<file path="config.mk">
export PLATFORM = sky130hd
export DESIGN_NAME = route_pdv_unit
export DESIGN_NICKNAME = d
export VERILOG_FILES = /design/src/rtl/rpc_pkg.sv /design/src/rtl/rpc_dim_calc.sv /design/src/rtl/rpc_lfsr.sv /design/src/rtl/rpc_policy.sv /design/src/rtl/route_pdv_unit.sv
export SDC_FILE = /design/constraint.sdc
export NUM_CORES = 1
export LEC_CHECK = 0
export BUFFER_PORTS_ARGS = -buffer_cell sky130_fd_sc_hd__buf_4
export CAP_MARGIN = 25
export CORE_MARGIN = 10
export CORE_UTILIZATION = 50
export DETAILED_ROUTE_END_ITERATION = 10
export HOLD_SLACK_MARGIN = 0.06
export PLACE_DENSITY = 0.74
export SLEW_MARGIN = 20
export SYNTH_ARGS = -nofsm -noshare
export SYNTH_HDL_FRONTEND = slang
export SYNTH_SLANG_ARGS = --single-unit
</file>
<file path="constraint.sdc">
create_clock -name clk -period 1.85 [get_ports clk]
set_input_delay 0.37 -clock clk [delete_from_list [all_inputs] [get_ports clk]]
set_output_delay 0.37 -clock clk [all_outputs]
set_load 0.01 [all_outputs]
</file>
<file path="src/rtl/rpc_pkg.sv">
package rpc_pkg;

  typedef enum logic [1:0] {
    POL_DOR  = 2'd0,
    POL_OBLV = 2'd1,
    POL_ADPT = 2'd2,
    POL_FULL = 2'd3
  } policy_e;

  // Output port indices; index 4 is the local eject port
  localparam int P_E   = 0;
  localparam int P_W   = 1;
  localparam int P_N   = 2;
  localparam int P_S   = 3;
  localparam int NPORT = 4;

  // Keep only the least significant set bit of a port mask
  function automatic logic [NPORT-1:0] lowest_bit(input logic [NPORT-1:0] m);
    return m & (~m + NPORT'(1));
  endfunction

endpackage

</file>
<file path="src/rtl/rpc_dim_calc.sv">
module rpc_dim_calc #(
  parameter int K     = 8,
  parameter bit TORUS = 1'b0,
  parameter int CW    = 3
) (
  input  logic [CW-1:0] cur,
  input  logic [CW-1:0] dst,
  output logic          sgn,
  output logic [CW-1:0] hop,
  output logic          at_lo,
  output logic          at_hi
);
  localparam int CW1 = CW + 1;

  // Forward distance around the ring, (dst - cur) mod K
  function automatic logic [CW:0] ring_fwd(input logic [CW-1:0] c, input logic [CW-1:0] d);
    if (d >= c) return {1'b0, d} - {1'b0, c};
    else        return {1'b0, d} + CW1'(K) - {1'b0, c};
  endfunction

  generate
    if (TORUS) begin : g_torus
      logic [CW:0] fwd;
      always_comb begin
        fwd = ring_fwd(cur, dst);
        if (fwd == '0) begin
          sgn = 1'b0;
          hop = '0;
        end else if ((int'(fwd) * 2) <= K) begin
          sgn = 1'b0;
          hop = CW'(fwd);
        end else begin
          sgn = 1'b1;
          hop = CW'(K - int'(fwd));
        end
      end
    end else begin : g_mesh
      always_comb begin
        if (dst >= cur) begin
          sgn = 1'b0;
          hop = dst - cur;
        end else begin
          sgn = 1'b1;
          hop = cur - dst;
        end
      end
    end
  endgenerate

  assign at_lo = (cur == '0);
  assign at_hi = (cur == CW'(K - 1));

endmodule

</file>
<file path="src/rtl/rpc_lfsr.sv">
module rpc_lfsr #(
  parameter logic [15:0] SEED = 16'hACE1
) (
  input  logic clk,
  input  logic rst_n,
  output logic rnd
);
  logic [15:0] state;
  logic        fb;

  // Taps 16,14,13,11: maximal length
  assign fb = state[15] ^ state[13] ^ state[12] ^ state[10];

  always_ff @(posedge clk or negedge rst_n) begin
    if (!rst_n) state <= SEED;
    else        state <= {state[14:0], fb};
  end

  assign rnd = state[0];

  // the random source never locks up in the all-zero state
  a_r6_lfsr_alive: assert property (@(posedge clk) disable iff (!rst_n) state != '0);

endmodule

</file>
<file path="src/rtl/rpc_policy.sv">
module rpc_policy
  import rpc_pkg::*;
#(
  parameter int QW        = 4,
  parameter int MW        = 2,
  parameter int MIS_LIMIT = 2,
  parameter int CONG_THR  = 8
) (
  input  logic [1:0]          mode,
  input  logic [NPORT-1:0]    pdv,
  input  logic                eject,
  input  logic [NPORT*QW-1:0] q_len,
  input  logic [NPORT-1:0]    exit_ok,
  input  logic                rnd,
  input  logic [MW-1:0]       mis_in,
  output logic [NPORT:0]      pick,
  output logic [MW-1:0]       mis_nxt,
  output logic                misroute
);
  localparam logic [MW-1:0] LIM_V = MW'(MIS_LIMIT);
  localparam logic [QW-1:0] THR_V = QW'(CONG_THR);

  // Shortest queue among the masked ports; a strict compare keeps E,W,N,S priority
  function automatic logic [NPORT-1:0] argmin(input logic [NPORT-1:0] mask,
                                              input logic [NPORT*QW-1:0] q);
    logic [NPORT-1:0] r;
    logic [QW-1:0]    bq;
    logic             any;
    r = '0; bq = '0; any = 1'b0;
    for (int i = 0; i < NPORT; i++) begin
      if (mask[i] && (!any || q[i*QW +: QW] < bq)) begin
        r      = '0;
        r[i]   = 1'b1;
        bq     = q[i*QW +: QW];
        any    = 1'b1;
      end
    end
    return r;
  endfunction

  logic [NPORT-1:0] dor_pick, obl_pick, adp_pick, mis_pick, low, high, cand;
  logic             congested;
  policy_e          pol;

  assign pol = policy_e'(mode);

  always_comb begin
    dor_pick = (pdv[P_W:P_E] != '0) ? {2'b00, pdv[P_W:P_E]} : {pdv[P_S:P_N], 2'b00};
    low      = lowest_bit(pdv);
    high     = pdv & ~low;
    obl_pick = (rnd && high != '0) ? high : low;
    adp_pick = argmin(pdv, q_len);
    congested = (pdv != '0);
    for (int i = 0; i < NPORT; i++)
      if (pdv[i] && !(q_len[i*QW +: QW] > THR_V)) congested = 1'b0;
    cand     = ~pdv & exit_ok;
    mis_pick = argmin(cand, q_len);
    misroute = !eject && (pol == POL_FULL) && congested && (cand != '0) && (mis_in < LIM_V);
  end

  always_comb begin
    mis_nxt = misroute ? (mis_in + MW'(1)) : mis_in;
    if (eject) begin
      pick = {1'b1, {NPORT{1'b0}}};
    end else begin
      unique case (pol)
        POL_DOR:  pick = {1'b0, dor_pick};
        POL_OBLV: pick = {1'b0, obl_pick};
        POL_ADPT: pick = {1'b0, adp_pick};
        default:  pick = {1'b0, misroute ? mis_pick : adp_pick};
      endcase
    end
  end

endmodule

</file>
<file path="src/rtl/route_pdv_unit.sv">
module route_pdv_unit
  import rpc_pkg::*;
#(
  parameter int K         = 8,
  parameter bit TORUS     = 1'b0,
  parameter int QW        = 4,
  parameter int MW        = 2,
  parameter int MIS_LIMIT = 2,
  parameter int CONG_THR  = 8,
  localparam int CW       = (K > 1) ? $clog2(K) : 1
) (
  input  logic            clk,
  input  logic            rst_n,
  input  logic            in_valid,
  input  logic [1:0]      mode,
  input  logic [CW-1:0]   cur_x,
  input  logic [CW-1:0]   cur_y,
  input  logic [CW-1:0]   dst_x,
  input  logic [CW-1:0]   dst_y,
  input  logic [4*QW-1:0] q_len,
  input  logic [MW-1:0]   mis_in,
  output logic            out_valid,
  output logic [4:0]      port_sel,
  output logic [3:0]      pdv,
  output logic            sx,
  output logic            sy,
  output logic [CW-1:0]   hop_x,
  output logic [CW-1:0]   hop_y,
  output logic [MW-1:0]   mis_out
);
  // Per-dimension sign and distance
  logic          sx_c, sy_c, xlo, xhi, ylo, yhi;
  logic [CW-1:0] hx_c, hy_c;

  rpc_dim_calc #(.K(K), .TORUS(TORUS), .CW(CW)) u_dim_x (
    .cur(cur_x), .dst(dst_x), .sgn(sx_c), .hop(hx_c), .at_lo(xlo), .at_hi(xhi));
  rpc_dim_calc #(.K(K), .TORUS(TORUS), .CW(CW)) u_dim_y (
    .cur(cur_y), .dst(dst_y), .sgn(sy_c), .hop(hy_c), .at_lo(ylo), .at_hi(yhi));

  // Productive direction vector and eject detection
  logic [NPORT-1:0] pdv_c, exit_ok;
  logic             eject_c;

  always_comb begin
    pdv_c      = '0;
    pdv_c[P_E] = (hx_c != '0) && !sx_c;
    pdv_c[P_W] = (hx_c != '0) &&  sx_c;
    pdv_c[P_N] = (hy_c != '0) && !sy_c;
    pdv_c[P_S] = (hy_c != '0) &&  sy_c;
    eject_c    = (hx_c == '0) && (hy_c == '0);
    // Ports that stay on the grid; a ring has no edge
    exit_ok    = TORUS ? {NPORT{1'b1}} : {~ylo, ~yhi, ~xlo, ~xhi};
  end

  logic rnd;
  rpc_lfsr #(.SEED(16'hACE1)) u_lfsr (.clk(clk), .rst_n(rst_n), .rnd(rnd));

  logic [NPORT:0] pick_c;
  logic [MW-1:0]  mis_c;
  logic           misroute_c;

  rpc_policy #(.QW(QW), .MW(MW), .MIS_LIMIT(MIS_LIMIT), .CONG_THR(CONG_THR)) u_policy (
    .mode(mode), .pdv(pdv_c), .eject(eject_c), .q_len(q_len), .exit_ok(exit_ok),
    .rnd(rnd), .mis_in(mis_in), .pick(pick_c), .mis_nxt(mis_c), .misroute(misroute_c));

  // Single result register stage
  logic misroute_q;

  always_ff @(posedge clk or negedge rst_n) begin
    if (!rst_n) begin
      out_valid  <= 1'b0;
      port_sel   <= '0;
      pdv        <= '0;
      sx         <= 1'b0;
      sy         <= 1'b0;
      hop_x      <= '0;
      hop_y      <= '0;
      mis_out    <= '0;
      misroute_q <= 1'b0;
    end else begin
      out_valid <= in_valid;
      if (in_valid) begin
        port_sel   <= pick_c;
        pdv        <= pdv_c;
        sx         <= sx_c;
        sy         <= sy_c;
        hop_x      <= hx_c;
        hop_y      <= hy_c;
        mis_out    <= mis_c;
        misroute_q <= misroute_c;
      end
    end
  end

  a_r11_valid_rise: assert property (@(posedge clk) disable iff (!rst_n)
    in_valid |=> out_valid);
  a_r11_valid_fall: assert property (@(posedge clk) disable iff (!rst_n)
    !in_valid |=> !out_valid);
  a_r12_one_port: assert property (@(posedge clk) disable iff (!rst_n)
    out_valid |-> $countones(port_sel) == 1);
  a_r3_no_opposed: assert property (@(posedge clk) disable iff (!rst_n)
    out_valid |-> !(pdv[P_E] && pdv[P_W]) && !(pdv[P_N] && pdv[P_S]));
  a_r4_eject_home: assert property (@(posedge clk) disable iff (!rst_n)
    out_valid && hop_x == '0 && hop_y == '0 |-> port_sel[NPORT] && pdv == '0);
  a_r7_productive_pick: assert property (@(posedge clk) disable iff (!rst_n)
    out_valid && !misroute_q && !port_sel[NPORT] |-> (port_sel[NPORT-1:0] & ~pdv) == '0);
  a_r8_misroute_away: assert property (@(posedge clk) disable iff (!rst_n)
    out_valid && misroute_q |-> (port_sel[NPORT-1:0] & pdv) == '0 && mis_out != '0);
  a_r10_budget: assert property (@(posedge clk) disable iff (!rst_n)
    out_valid |-> mis_out <= MW'(MIS_LIMIT));

endmodule

</file>
======== Word-level counts from Yosys, hierarchy flattened ========
Cells that the tools add are included.
cells by class
  equal/unequal tests ..................... 5
  mux-type cells .......................... 34
  $lt $le $gt $ge ......................... 13
  reduce and logical (&&, ||, !) cells .... 48
  bitwise logic cells ..................... 12
  $add $sub $neg .......................... 6
operators by type and width
  operator                                               count
  2-to-1 mux 4 bit                                       13
  less-than comparator 4 bit                             6
  logical AND 1 bit                                      20
  greater-than comparator 4 bit (second input constant)  4
  2-to-1 mux 1 bit                                       14
  AND 4 bit                                              3
  logical NOT 3 bit                                      4
  one-hot mux 4 bit (3 select lines)                     1
  nonzero test 4 bit                                     3
  subtractor 3 bit                                       4
  logical NOT 1 bit                                      11
  2-to-1 mux 3 bit                                       3
  inverter 4 bit                                         2
  == test 3 bit (second input constant)                  2
  >= comparator 3 bit                                    2
  logical OR 1 bit                                       6
  nonzero test 3 bit                                     2
  2-to-1 mux 5 bit                                       1
  adder 4 x 1 -> 4 bit (second input constant)           1
  == test 2 bit (second input constant)                  2
  2-to-1 mux 2 bit                                       2
  inverter 1 bit                                         4
  bitwise XOR 1 bit                                      3
  adder 2 x 1 -> 2 bit (second input constant)           1
  4 further kinds                                        4
storage, ports and cells
  output and inout port bits .............. 20
  input port bits ......................... 35
  register bits ........................... 36
  word-level logic and storage cells ...... 127

======== Longest topological paths before layout ========
  depth in word-level cells ............... 22
  depth in mapped cells ................... 30
  mapped depth without buffers ............ 29

======== Cells and area by module ========
A second synthesis with hierarchy kept.
unflattened totals
  cell total of the unflattened synthesis .. 316
  area, all modules ....................... 2922.8 µm²
by module, submodules not included
  module          area each (µm²)  seq. area each (µm²)  cells an instance  times used
  rpc_policy      1242.4           0.0                   185                1
  route_pdv_unit  808.3            500.5                 62                 1
  rpc_lfsr        436.7            410.4                 19                 1
  rpc_dim_calc    217.7            0.0                   25                 2

======== Least setup slack after synthesis ========
Ideal clock, no wire load.
  path type ............................... input to register
  start point ............................. in dst_x[0]
  end point ............................... reg port_sel[2]
  buffers on the path ..................... 0
  library setup time ...................... 121 ps
  data required time ...................... 1729 ps
  slack ................................... -3918 ps
  arrival time ............................ 5647 ps
  cell stages on the path ................. 29
  cells stage by stage .................... inv_1 -> ha_1 -> fa_1 -> xor2_1 -> nor2b_1 -> nor2_1 -> a21oi_1 -> nand2_1 -> ha_1 -> nor3_1 -> a211o_1 -> o22ai_1 -> a21oi_1 -> mux2_2 -> ha_1 -> a21o_1 -> a21o_1 -> a31oi_1 -> nor3_1 -> nor2_1 -> a21o_1 -> nor2_1 -> a21oi_1 -> ha_1 -> a211o_1 -> nor3_1 -> o211ai_1 -> a31o_2 -> a22o_1
on the way
  word-level cells in the longest chain between the ends .. 22
  elaborated cells between the ends (all ways) .. 77
ends and longest elaborated chain
  what                                                             RTL line                                    text
  start: declaration                                               route_pdv_unit.sv:18                        input logic [CW-1:0] dst_x,
  subtractor 3 bit (tied with other cells)                         rpc_dim_calc.sv:44                          hop = cur - dst;
  2-to-1 mux 3 bit                                                 rpc_dim_calc.sv:39                          if (dst >= cur) begin
  nonzero test 3 bit                                               route_pdv_unit.sv:46, route_pdv_unit.sv:47
  logical AND 1 bit                                                route_pdv_unit.sv:46                        pdv_c[P_E] = (hx_c != '0) && !sx_c;
  inverter 4 bit                                                   rpc_pkg.sv:19, rpc_policy.sv:56
  AND 4 bit                                                        rpc_policy.sv:56                            cand = ~pdv & exit_ok;
  2-to-1 mux 4 bit or 2-to-1 mux 1 bit (tied branches)             rpc_policy.sv:31                            if (mask[i] && (!any || q[i*QW +: QW] < bq)) begin
  less-than comparator 4 bit or logical NOT 1 bit (tied branches)  rpc_policy.sv:31
  [... 6 more ...]                                                 n/a
  2-to-1 mux 4 bit or 2-to-1 mux 1 bit (tied branches)             rpc_policy.sv:31
  less-than comparator 4 bit or logical NOT 1 bit (tied branches)  rpc_policy.sv:31
  logical OR 1 bit                                                 rpc_policy.sv:31
  logical AND 1 bit                                                rpc_policy.sv:31
  2-to-1 mux 4 bit                                                 rpc_policy.sv:31
  2-to-1 mux 4 bit                                                 rpc_policy.sv:70                            default: pick = {1'b0, misroute ? mis_pick : adp_pick};
  one-hot mux 4 bit (3 select lines)                               rpc_policy.sv:66                            unique case (pol)
  2-to-1 mux 5 bit (*)                                             rpc_policy.sv:63                            if (eject) begin
  end signal: assignment                                           route_pdv_unit.sv:83                        port_sel <= pick_c;
  end: declaration                                                 route_pdv_unit.sv:23                        output logic [4:0] port_sel,
Mark *: on every way between the ends. The rest lies on a longest branch, timed or not.
A chain may end at the register's enable or synchronous reset.

======== Worst setup path in the final report ========
  start point ............................. in dst_x[0]
  end point ............................... reg port_sel[1]
Same word-level chain as after synthesis.

==> results.json <==
{
  "status": "finished, violations left",
  "violations": "negative setup slack",
  "vias": 4013,
  "gp_congestion": 0.9158,
  "slowest_stage": "nor2_1",
  "wl_per_cell_um": 30.99,
  "peakVddDrop_uv": 931.0,
  "hold_ws_ps": 342.7,
  "synth_top_area_frac": 0.2578,
  "required_ps": 2000,
  "io_buffers": 54,
  "syn_to_final_growth_pct": 84.02,
  "num_antenna_cells": 0,
  "avgSynthCellArea_um2": 9.569,
  "drt_first_iter_violations": 631,
  "nNetsFinal": 549,
  "initial_core_util": 0.5221,
  "finalSetupViolations": 12,
  "grt_setup_unrepaired": "yes",
  "yosysTopAreaCell": "dfrtp_1",
  "finalMaxSlewViolations": 0,
  "seq_area_frac_synth": 0.3352,
  "track_usage": 0.2542,
  "synth-async-reset-ratio": 1.000,
  "antenna_found_initial": 1,
  "wl_um": 17290,
  "setup_slack_ps": -4553,
  "boundaryPins": 55,
  "cts_buffer_depth": 2,
  "worstSetupStartpointType": "input port",
  "dr.pass1.iters": 6,
  "clk_root_buffer_cell": "clkbuf_8",
  "overflow": 0,
  "grt_pass1_vias": 3653,
  "fin_skew_ps": 7.160,
  "core_um2": 5205,
  "p_int_mw": 2.328,
  "die_h_um": 93.73,
  "critPathKind": "in -> reg",
  "critPathMaxStageDelay_ps": 470,
  "synth_enable_flop_cells": 0,
  "synth_flop_cell": "dfrtp_1",
  "syn_inst": 284,
  "die-area_um2": 8784,
  "grt_start_max_net_pins": 37,
  "hold_class": "in -> reg",
  "yosysWarnings": 0,
  "crit_family": "compound AO/OA/AOI/OAI gates",
  "std_cell_rows": 26,
  "hold_viol": 0,
  "synth-seq-cells": 36,
  "maxCapViolations": 0,
  "grt_pass1_wl_um": 17950,
  "p_per_area_nw_per_um2": 808.1,
  "worstPathArrival_ps": 6550,
  "fmax_mhz": 156.2,
  "cts.sinks": 36,
  "relSlewSlack": 0.4959,
  "drcViolationCount": 0,
  "timing.critical_path.buf_inv": 4,
  "synth_fp_nets": 346,
  "final_layout_size_suffix_gt1_frac": 0.6393,
  "die_x_um": 93.73,
  "clk_pin_slew_ps": 80,
  "power_frac_comb": 0.623,
  "viasPerCell": 7.192,
  "total_power_mw": 4.041,
  "ys_types": 63,
  "dp_hpwl_um": 7147,
  "clkLatencyLatePin_ps": 310,
  "cts_tree": "done",
  "tightest_slew_ps": 749.8,
  "p_switching_mw": 1.713,
  "finalCritPeriodShare": 3.461,
  "synth_area_leaders": "dfrtp_1, ha_1, dfstp_2",
  "cts_max_level": 2,
  "pwr-share-seq": 0.229,
  "clockPowerShare": 0.149,
  "layout_min_cycle_time_ps": 6403,
  "cts_buffers": 5,
  "cp-end-kind": "flop",
  "swShare": 0.4240,
  "power.leakage_nw": 2.355,
  "worstPathMaxFanout": 5,
  "antenna_left": 0,
  "syn_area_um2": 2718,
  "layout_common_cells": "buf_4, dfrtp_1, buf_6, nand2_1, nor2_1",
  "mostFrequentLayoutCell": "buf_4"
}
## worst register-to-register path, delay by kind of cell (launching register included)
family	cells	cell delay [ps]
AO/OA/AOI/OAI	4	1070
buffers and inverters	1	240
AND/OR/NAND/NOR	1	120
flip-flops	1	590
## path summary, 6_finish.rpt
path,cells after the start,start,endpoint,slack (ps)
setup / recovery,32,dst_x[0],port_sel[1]$_DFFE_PN0P_,-4550
hold / removal,3,mis_in[1],mis_out[1]$_DFFE_PN0P_,340
setup reg to reg,6,u_lfsr.state[0]$_DFF_PN1_,port_sel[3]$_DFFE_PN0P_,-260
hold reg to reg,0,u_lfsr.state[9]$_DFF_PN0_,u_lfsr.state[10]$_DFF_PN1_,360
max in group asynchronous,2,rst_n,u_lfsr.state[11]$_DFF_PN1_,950
min in group asynchronous,2,rst_n,sy$_DFFE_PN0P_,550
## metal layers
layer,GRT usage,up-vias,share of wire
met5,0,-,0.0010
met4,0.1861,2,0.11
met3,0.09752,222,0.14
met2,0.4176,500,0.44
met1,0.2585,1825,0.31
li1,-,1464,-
## cells by family after synthesis
group,count (synthesis),synth area share
flip-flops,36,0.3352
buffers and inverters,25,0.03913
AND/OR/NAND/NOR,84,0.1519
adder cells (fa/ha/maj),27,0.1354
AO/OA/AOI/OAI,83,0.2251
multiplexers,20,0.08425
XOR/XNOR,9,0.02901
## power groups by stage
stage	registers (mW)	logic, mW	clock network, mW
after floorplan	0.954	0.771	0
after global placement	0.920	1.49	0
after detailed placement	0.923	1.55	0
after CTS	0.910	1.83	0.553
after global routing	0.926	2.60	0.617
final	0.925	2.52	0.601
## metrics by stage
stage	std cells	instance area, µm²	worst slack, ps	utilization	setup TNS (ps)
floorplan	284	2900	-3439	-	-14280
global placement	506	4125	-3680	0.7925	-19570
detailed placement	506	4125	-3965	0.7925	-21120
CTS	541	4553	-3563	0.8748	-16290
global route	558	5001	-4792	0.9608	-23820
finish	558	5001	-4553	0.9608	-22930
## sequential cells by signal (all words and copies together) (netlist names), 2 cells and up
signal / count
hop_x: 3
hop_y: 3
mis_out: 2
pdv: 4
port_sel: 5
u_lfsr.state: 16
## cells in the mapped netlist (2+ instances only)
library cell,n
a21oi_1,17
o31a_1,2
mux2_2,13
nand3_1,6
nand2_1,21
nor2b_1,4
o31ai_1,6
nor2_1,22
dfstp_2,8
nor3_1,10
nand2b_1,3
inv_1,20
dfrtp_1,28
clkbuf_1,2
a22oi_1,3
a21o_1,6
a211oi_1,4
xor2_1,3
a211o_1,2
xnor2_1,6
mux2i_1,6
fa_1,4
o21a_1,3
and3_1,2
a31oi_1,3
nand4_1,5
a31o_2,2
ha_1,23
o2111ai_1,2
o21ai_0,15
## cell type report
cell class / count / area, µm²
multi-input combinational: 223 / 2227
clock buffer: 5 / 68.82
tap: 70 / 87.58
fill: 107 / 203.9
timing repair buffer: 201 / 1598
inverter: 20 / 90.09
clock inverter: 3 / 18.77
sequential: 36 / 910.9
## repair_timing
action,in CTS,in global routing
setup buffers,26,23
gates resized for setup,27,67
hold buffers,1,0
pin swaps,11,35
endpoints found under the setup margin,11,12
endpoints found under the hold margin,28,0
gates cloned,0,0
No activity file was read; power rests on OpenSTA's default activity.
